--- src/rtl/tis_pkg.sv ---
package tis_pkg;
  typedef enum logic [1:0] {
    FR_IDLE  = 2'd0,
    FR_ARMED = 2'd1,
    FR_SHIFT = 2'd2
  } fr_state_e;
endpackage

--- src/rtl/tis_sync.sv ---
module tis_sync #(
  parameter int unsigned WIDTH  = 3,
  parameter int unsigned STAGES = 2
) (
  input  logic             clk_i,
  input  logic             rst_ni,
  input  logic [WIDTH-1:0] d_i,
  output logic [WIDTH-1:0] q_o
);
  logic [STAGES-1:0][WIDTH-1:0] stg_q;

  generate
    if (STAGES == 1) begin : g_one
      always_ff @(posedge clk_i or negedge rst_ni)
        if (!rst_ni) stg_q <= '0;
        else         stg_q <= d_i;
    end else begin : g_chain
      always_ff @(posedge clk_i or negedge rst_ni)
        if (!rst_ni) stg_q <= '0;
        else         stg_q <= {stg_q[STAGES-2:0], d_i};
    end
  endgenerate

  assign q_o = stg_q[STAGES-1];
endmodule

--- src/rtl/tis_frame.sv ---
module tis_frame
  import tis_pkg::*;
#(
  parameter int unsigned DATA_W = 8
) (
  input  logic              clk_i,
  input  logic              rst_ni,
  input  logic              sck_rise_i,
  input  logic              sck_fall_i,
  input  logic              nss_i,
  input  logic              mosi_i,
  input  logic [DATA_W-1:0] tx_byte_i,
  output logic              start_o,
  output logic              done_o,
  output logic              ferr_evt_o,
  output logic              miso_bit_o,
  output logic [DATA_W-1:0] rx_data_o,
  output logic              rx_valid_o
);
  localparam int unsigned     CNT_W = $clog2(DATA_W);
  localparam logic [CNT_W-1:0] LAST = CNT_W'(DATA_W - 1);

  fr_state_e         state_q;
  logic [DATA_W-1:0] tx_sh_q, rx_sh_q;
  logic [CNT_W-1:0]  cnt_q;
  logic              last_bit;

  assign last_bit   = (state_q == FR_SHIFT) && (cnt_q == LAST);
  assign start_o    = sck_rise_i && (state_q == FR_ARMED);
  assign done_o     = sck_fall_i && last_bit;
  // frame pulse inside a byte is illegal; on the last bit it chains
  assign ferr_evt_o = sck_fall_i && nss_i && (state_q == FR_SHIFT) && !last_bit;
  assign miso_bit_o = tx_sh_q[DATA_W-1];

  always_ff @(posedge clk_i or negedge rst_ni) begin
    if (!rst_ni) begin
      state_q    <= FR_IDLE;
      tx_sh_q    <= '0;
      rx_sh_q    <= '0;
      cnt_q      <= '0;
      rx_data_o  <= '0;
      rx_valid_o <= 1'b0;
    end else begin
      rx_valid_o <= 1'b0;
      if (sck_fall_i) begin
        if (state_q == FR_SHIFT) begin
          rx_sh_q <= {rx_sh_q[DATA_W-2:0], mosi_i};
          cnt_q   <= cnt_q + 1'b1;
        end
        if (last_bit) begin
          rx_data_o  <= {rx_sh_q[DATA_W-2:0], mosi_i};
          rx_valid_o <= 1'b1;
          cnt_q      <= '0;
        end
        if (nss_i && (state_q == FR_IDLE || last_bit)) state_q <= FR_ARMED;
        else if (last_bit)                             state_q <= FR_IDLE;
      end else if (sck_rise_i) begin
        if (state_q == FR_ARMED) begin
          state_q <= FR_SHIFT;
          tx_sh_q <= tx_byte_i;
          cnt_q   <= '0;
        end else if (state_q == FR_SHIFT) begin
          tx_sh_q <= tx_sh_q << 1;
        end
      end
    end
  end
endmodule

--- src/rtl/tis_hold.sv ---
module tis_hold #(
  parameter int unsigned PSC_W      = 3,
  parameter int unsigned HOLD_EXTRA = 5
) (
  input  logic             clk_i,
  input  logic             rst_ni,
  input  logic [PSC_W-1:0] psc_i,
  input  logic             start_i,
  input  logic             done_i,
  output logic             drive_o
);
  localparam int unsigned HOLD_MAX = (1 << ((1 << PSC_W) - 1)) + HOLD_EXTRA;
  localparam int unsigned CW       = $clog2(HOLD_MAX + 1);

  logic [CW-1:0] cnt_q, load_val;

  // half bit time plus fixed margin
  assign load_val = (CW'(1) << psc_i) + CW'(HOLD_EXTRA);

  always_ff @(posedge clk_i or negedge rst_ni) begin
    if (!rst_ni) begin
      cnt_q   <= '0;
      drive_o <= 1'b0;
    end else if (start_i) begin
      cnt_q   <= '0;
      drive_o <= 1'b1;
    end else if (done_i) begin
      cnt_q <= load_val;
    end else if (cnt_q != '0) begin
      cnt_q <= cnt_q - 1'b1;
      if (cnt_q == CW'(1)) drive_o <= 1'b0;
    end
  end
endmodule

--- src/rtl/tis_slave.sv ---
module tis_slave #(
  parameter int unsigned DATA_W      = 8,
  parameter int unsigned PSC_W       = 3,
  parameter int unsigned SYNC_STAGES = 2,
  parameter int unsigned HOLD_EXTRA  = 5
) (
  input  logic              clk_i,
  input  logic              rst_ni,
  input  logic [PSC_W-1:0]  psc_i,
  input  logic              sck_i,
  input  logic              nss_i,
  input  logic              mosi_i,
  output logic              miso_o,
  output logic              miso_oe_o,
  input  logic              tx_valid_i,
  input  logic [DATA_W-1:0] tx_data_i,
  output logic              tx_ready_o,
  output logic [DATA_W-1:0] rx_data_o,
  output logic              rx_valid_o,
  output logic              ferr_o,
  input  logic              ferr_clr_i
);
  logic [2:0]        pin_s;
  logic              sck_s, nss_s, mosi_s, sck_q;
  logic              sck_rise, sck_fall;
  logic              start, done, ferr_evt, miso_bit, drive;
  logic              tx_full_q;
  logic [DATA_W-1:0] tx_buf_q, tx_byte;

  tis_sync #(.WIDTH(3), .STAGES(SYNC_STAGES)) u_sync (
    .clk_i (clk_i),
    .rst_ni(rst_ni),
    .d_i   ({nss_i, mosi_i, sck_i}),
    .q_o   (pin_s)
  );
  assign {nss_s, mosi_s, sck_s} = pin_s;

  always_ff @(posedge clk_i or negedge rst_ni)
    if (!rst_ni) sck_q <= 1'b0;
    else         sck_q <= sck_s;

  assign sck_rise = sck_s & ~sck_q;
  assign sck_fall = ~sck_s & sck_q;

  // transmit holding register
  assign tx_ready_o = ~tx_full_q;
  assign tx_byte    = tx_full_q ? tx_buf_q : '0;

  always_ff @(posedge clk_i or negedge rst_ni) begin
    if (!rst_ni) begin
      tx_full_q <= 1'b0;
      tx_buf_q  <= '0;
    end else if (tx_valid_i && tx_ready_o) begin
      tx_full_q <= 1'b1;
      tx_buf_q  <= tx_data_i;
    end else if (start) begin
      tx_full_q <= 1'b0;
    end
  end

  tis_frame #(.DATA_W(DATA_W)) u_frame (
    .clk_i     (clk_i),
    .rst_ni    (rst_ni),
    .sck_rise_i(sck_rise),
    .sck_fall_i(sck_fall),
    .nss_i     (nss_s),
    .mosi_i    (mosi_s),
    .tx_byte_i (tx_byte),
    .start_o   (start),
    .done_o    (done),
    .ferr_evt_o(ferr_evt),
    .miso_bit_o(miso_bit),
    .rx_data_o (rx_data_o),
    .rx_valid_o(rx_valid_o)
  );

  tis_hold #(.PSC_W(PSC_W), .HOLD_EXTRA(HOLD_EXTRA)) u_hold (
    .clk_i  (clk_i),
    .rst_ni (rst_ni),
    .psc_i  (psc_i),
    .start_i(start),
    .done_i (done),
    .drive_o(drive)
  );

  always_ff @(posedge clk_i or negedge rst_ni)
    if (!rst_ni)       ferr_o <= 1'b0;
    else if (ferr_evt) ferr_o <= 1'b1;
    else if (ferr_clr_i) ferr_o <= 1'b0;

  assign miso_oe_o = drive;
  assign miso_o    = drive & miso_bit;
endmodule

--- config.mk ---
export PLATFORM = sky130hd
export DESIGN_NAME = tis_slave
export DESIGN_NICKNAME = d
export VERILOG_FILES = /design/src/rtl/tis_pkg.sv /design/src/rtl/tis_sync.sv /design/src/rtl/tis_frame.sv /design/src/rtl/tis_hold.sv /design/src/rtl/tis_slave.sv
export SDC_FILE = /design/constraint.sdc
export NUM_CORES = 1
export LEC_CHECK = 0
export BUFFER_PORTS_ARGS = -buffer_cell sky130_fd_sc_hd__clkbuf_2
export CORE_ASPECT_RATIO = 2
export CORE_MARGIN = 8
export CORE_UTILIZATION = 57
export CTS_CLUSTER_SIZE = 30
export DETAILED_ROUTE_END_ITERATION = 16
export PLACE_DENSITY_LB_ADDON = 0.25
export SYNTH_ARGS = -nofsm -noshare
export SYNTH_HDL_FRONTEND = slang
export SYNTH_SLANG_ARGS = --single-unit
--- constraint.sdc ---
create_clock -name clk_i -period 2 [get_ports clk_i]
set_clock_uncertainty 0.1 [all_clocks]
set_input_delay 0 -clock clk_i [delete_from_list [all_inputs] [get_ports clk_i]]
set_output_delay 0 -clock clk_i [all_outputs]
set_load 0.05 [all_outputs]
# --- After elaboration in Yosys (flattened, before gate mapping) ---
# Index checks and enable logic that the tools add are counted.
# Widths: inputs -> output; s select.
classes:
  add_sub_neg: 3
  n_mul: 0
  div: 0
  order_cmp: 0
  n_eq_ne: 7
  shifts: 1
  n_mux: 26
  bitwise: 7
  n_reduce_logical: 26
op_table:
  columns: ["operator", "n"]
  rows:
  - ["$mux 8", 6]
  - ["$mux 3", 5]
  - ["$reduce_bool 2->1", 7]
  - ["$reduce_and 3->1", 4]
  - ["$mux 1", 10]
  - ["$mux 2", 5]
  - ["$add 8x3->8 const B", 1]
  - ["$eq 8x1->1 const B", 1]
  - ["$logic_and 1x1->1", 8]
  - ["$reduce_bool 8->1", 1]
  - ["$shl 1x3->8 const A", 1]
  - ["$sub 8x1->8 const B", 1]
  - ["$ne 3x3->1 const B", 2]
  - ["$not 1->1", 4]
  - ["$reduce_and 2->1", 2]
  - ["$add 3x1->3 const B", 1]
  - ["$and 1x1->1", 3]
  - ["$eq 3x3->1 const B", 1]
  - ["$reduce_bool 3->1", 1]
  - ["$eq 2x1->1 const B", 1]
  - ["$eq 2x2->1 const B", 1]
  - ["$logic_not 2->1", 1]
  - ["$ne 2x2->1 const B", 1]
  - ["$logic_not 1->1", 1]
  - ["$logic_or 1x1->1", 1]
word_totals:
  reg_bits: 55
  latch_bits: 0
  mem_bits_rw: 0
  rom_bits: 0
  out_inout_bits: 13
  word_cells: 84
  mem_count: 0

# --- Logic depth before layout (Yosys ltp) ---
depth:
  word_depth: 6
  ltp_mapped: 8
  mapped_depth_nobuf: 7

# --- Cells and area by module ---
# Synthesis repeated with hierarchy kept, for this count alone.
hier_totals:
  hier_cells: 205
  area_unflattened_um2: 2536.2
by_module_without_submodules:
  columns: ["module", "instances", "cells_each", "area_per_inst_um2", "seq_area_each_um2"]
  rows:
  - ["tis_frame", 1, 98, 1255.0, 725.7]
  - ["tis_hold", 1, 62, 591.8, 225.2]
  - ["tis_slave", 1, 36, 516.7, 275.3]
  - ["tis_sync", 1, 9, 172.7, 150.1]

# --- Worst setup path after synthesis ---
# Ideal clock, no wire load.
synth_timing:
  kind: "register to register"
  start: "reg u_frame.state_q[1]"
  end: "reg u_frame.cnt_q[0]"
  setup_time_ns: 0.077
  arrival_time_ns: 1.467
  required_ns: 1.823
  slack_ns: 0.356
  stages_incl_launch_ff: 8
  n_path_buf: 1
  period_less_slack_ns: 1.644
  cell_sequence: "dfrtp_1 -> inv_1 -> ha_1 -> clkbuf_1 -> nand2b_1 -> a21oi_1 -> nand4_1 -> o21ai_1"
synth_via:
  elab_chain_cells: 4
  word_cells_on_any_way: 8
  cone_classes: "3 x eq/ne; 2 x mux; 3 x reduce/logical"
synth_rtl:
  columns: ["element", "line_no", "rtl"]
  rows:
  - ["from (decl)", "tis_frame.sv:23", "fr_state_e state_q;"]
  - ["from (signal assigned)", "tis_frame.sv:37", "state_q <= FR_IDLE;"]
  - ["from (signal assigned)", "tis_frame.sv:55", "if (nss_i && (state_q == FR_IDLE || last_bit)) state_q <= FR_ARMED;"]
  - ["from (signal assigned)", "tis_frame.sv:56", "else if (last_bit) state_q <= FR_IDLE;"]
  - ["$eq 2x2->1", "tis_frame.sv:28, tis_frame.sv:46", null]
  - ["$logic_and 1x1->1", "tis_frame.sv:28", "assign last_bit = (state_q == FR_SHIFT) && (cnt_q == LAST);"]
  - ["$ne 3x3->1 (no source line) / $mux 3 (equally long branches)", null, null]
  - ["$reduce_and 3->1 (no source line) / $mux 3 (equally long branches)", null, null]
  - ["to (signal assigned)", "tis_frame.sv:48", "cnt_q <= cnt_q + 1'b1;"]
  - ["to (decl)", "tis_frame.sv:25", "logic [CNT_W-1:0] cnt_q;"]
# Several ways; a longest one is shown, not always the timed one.
# A chain may end at the register's enable or synchronous reset.

# --- Worst setup path in the final report ---
layout_timing:
  start: "reg u_sync.stg_q (netlist bit u_sync.q_o[0])"
  end: "reg u_frame.cnt_q[1]"
layout_via:
  elab_chain_cells: 4
  word_cells_on_any_way: 8
  cone_classes: "1 x eq/ne; 1 x mux; 3 x bitwise; 3 x reduce/logical"
layout_rtl:
  columns: ["element", "line_no", "rtl"]
  rows:
  - ["from (decl)", "tis_sync.sv:10", "logic [STAGES-1:0][WIDTH-1:0] stg_q;"]
  - ["from (signal assigned)", "tis_sync.sv:20", "else stg_q <= {stg_q[STAGES-2:0], d_i};"]
  - ["$not 1->1", "tis_slave.sv:43", "assign sck_fall = ~sck_s & sck_q;"]
  - ["$and 1x1->1", "tis_slave.sv:43", null]
  - ["$ne 3x3->1 (no source line) / $reduce_bool 2->1 (equally long branches)", null, null]
  - ["$reduce_and 3->1 (no source line)", null, null]
# Several ways; a longest one is shown, not always the timed one.

==> reports/summary.txt <==
via count - 1859
placed insts - 320
fraction of layout instances using a drive strength above 1 - 0.179
register area share after synthesis - 0.547
H-tree depth - 2
Tot Pwr - 3.57 mW
critical path endpoint category - flop
starting density of the core - 0.585
cells taking the most area after synthesis - dfrtp_1 55%, nand2_1 6.4%, mux2_1 5.8%
ANT nets after route - 0
CP Launch Type - flop
vias in the first global route - 1921
TritonCTS Sinks - 55
post-cts gate resize count - 0
drt first pass iters - 4
non-filler instance count after layout - 344
Main synth FF type - dfrtp_1
final WL - 5.03 mm
Worst-Skew Late Latency - 300 ps
Root Driver - clkbuf_8
Synth top area share - 0.547
setup violators final - 0
Post-DP HPWL - 3.60 mm
CTS tree - built
Slew headroom - 0.551
FF-to-FF Start - u_sync.q_o[0]$_DFF_PN0_
Rows - 34
Syn Std Cell Area - 2510 sq um
Async SR Flop Fraction - 1.00
Placer Congestion - 0.897
YS warnings - 0
f_max - 535 MHz
largest net degree at the start of global routing - 56
crit path time final - 1870 ps
global-route wire length before repair - 8.38 mm
largest family of logic cells by synthesized area - simple AND/OR/NAND/NOR gates
Core Region - 4300 sq um
maximum vdd drop - 0.826 mV
Max Root-Sink Buffers - 2
setup TNS - 0 ps
endpoints failing hold - 0
port bufs - 30
Worst Path Arrival - 1990 ps
total gr overflow - 0
Tot GR Track Use - 0.150
Critical Path RT - 2120 ps
Crit. Startpoint - u_sync.q_o[0]$_DFF_PN0_
power per cell area - 1180 nW/um^2
maxcap violations - 0
Hold WC Path Type - in -> reg
Cells after Synth - 236
Post-Synth XOR/XNOR Area - 0.0139
Final Cycle Share - 0.935
Slew @ Worst Pin - 674 ps
Post-synth EDFFs - 0
WHS - 46.7 ps
Synth top cells by count - 55 x dfrtp_1, 43 x nand2_1, 15 x inv_1, 13 x mux2_1, 13 x o21ai_1
syn nets - 265
Final Core Density - 0.703
syn avg cell area - 10.7 sq um
io pins - 31
Synth Area in Adders - 0.0547
initial antenna violation count - 0
most common cell in the netlist - dfrtp_1
Die Area - 6920 sq um
Compound-Gate Fraction of Synth Area - 0.0945
Simple-Gate Fraction of Synth Area - 0.182
RSZ-0062 raised after global routing - no
Leak Pwr - 1.47 nW
top cell type by total area after synthesis - dfrtp_1
Yosys reg bits - 55
CP max FO - 10
final instance area - 3020 sq um
DRC - 0
hold path startpoint - tx_valid_i
Die Wd - 63.0 um
DP Area - 2750 sq um
ANT cells - 0
initial DRC count - 56
Crit Path Class - reg -> reg
WL/cell - 14.6 um
Setup WS post-layout - 130 ps
DIE HEIGHT - 110 um
count of cell types in the netlist - 40
Worst-path clk slew - 90 ps
status - finished clean
Via density - 5.40
dpl ws - 188 ps
synthesis-to-finish area growth - 20.0%
final net count - 318
multiplexer area fraction after synthesis - 0.0672
Max Slew Vio Count - 0
CTS buffer count - 5
[final timing paths]
check | cells past startpoint | slack (ps) | endpoint
worst max register to register | 6 | 130 | u_frame.cnt_q[1]$_DFFE_PN0P_
worst min-delay path | 3 | 50 | tx_buf_q[1]$_DFFE_PN0P_
max in group asynchronous | 3 | 1090 | u_hold.cnt_q[5]$_DFFE_PN0P_
worst min register to register | 0 | 260 | u_sync.q_o[2]$_DFF_PN0_
min in group asynchronous | 3 | 240 | u_frame.rx_valid_o$_DFF_PN0_
worst max-delay path | 6 | 130 | u_frame.cnt_q[1]$_DFFE_PN0P_
[state kept, by name, indices dropped and copies added (netlist names)]
name	flops
u_frame.rx_sh_q	7
ferr_o	1
u_frame.rx_data_o	8
u_hold.drive_o	1
u_hold.cnt_q	8
sck_q	1
tx_full_q	1
u_frame.cnt_q	3
u_frame.rx_valid_o	1
u_sync.q_o	3
tx_buf_q	8
u_frame.tx_sh_q	8
u_sync.stg_q	3
u_frame.state_q	2
[cells in the final DEF, fill, tap and decap left out, types with 3 or more instances in the layout]
| master | instances |
|---|---|
| dfrtp_1 | 55 |
| nand2_1 | 43 |
| clkbuf_2 | 30 |
| dlygate4sd3_1 | 16 |
| inv_1 | 15 |
| o21ai_1 | 13 |
| mux2_1 | 13 |
| ha_1 | 11 |
| a21oi_1 | 10 |
| nor2b_1 | 9 |
| buf_4 | 8 |
| nor2_1 | 7 |
| nand3_1 | 6 |
| nor3_1 | 5 |
| clkbuf_8 | 5 |
| nand4_1 | 4 |
| a211oi_1 | 3 |
[cell families after synthesis]
group / after synthesis
simple gates: 89
xor+xnor: 4
mux: 15
buf+inv: 23
fa+ha+maj: 11
flops: 55
compound gates: 39
[what timing repair did]
| item | in CTS | in global routing |
|---|---|---|
| hold buffers | 16 | 0 |
| buffers inserted | 0 | 0 |
| endpoints found under the hold margin | 69 | 0 |
[power breakdown]
group | total (mW) | switching [mW] | internal [mW] | leakage [nW]
registers | 1.68 | 0.243 | 1.44 | 0.704
logic | 1.16 | 0.632 | 0.526 | 0.713
clock network | 0.730 | 0.352 | 0.379 | 0.0558
total | 3.57 | 1.23 | 2.34 | 1.47
[final cells by class]
class	count	area, sq um
flip-flops and latches	55	1380
fillers	339	1280
multi-input cells	158	1040
repair buffers	54	370
clock buffers	6	72.6
well taps	54	67.6
inverters	15	56.3
clock inverters	2	38.8
[worst max-delay path, cell delays in order (launching register included)]
cell      delay, ps
dfrtp_1         380
inv_1            50
ha_1            320
nand2b_1        220
a21oi_1         410
nand4_1         160
o21ai_1         140
[layer usage]
metal | global-route usage | share of wire | wire length (um)
met5 | 0 | 0 | 0
met4 | 0.0936 | 0.036 | 182
met3 | 0.0347 | 0.032 | 160
met2 | 0.295 | 0.55 | 2780
met1 | 0.133 | 0.38 | 1910
Note: power is estimated with default switching activity, not from simulation.
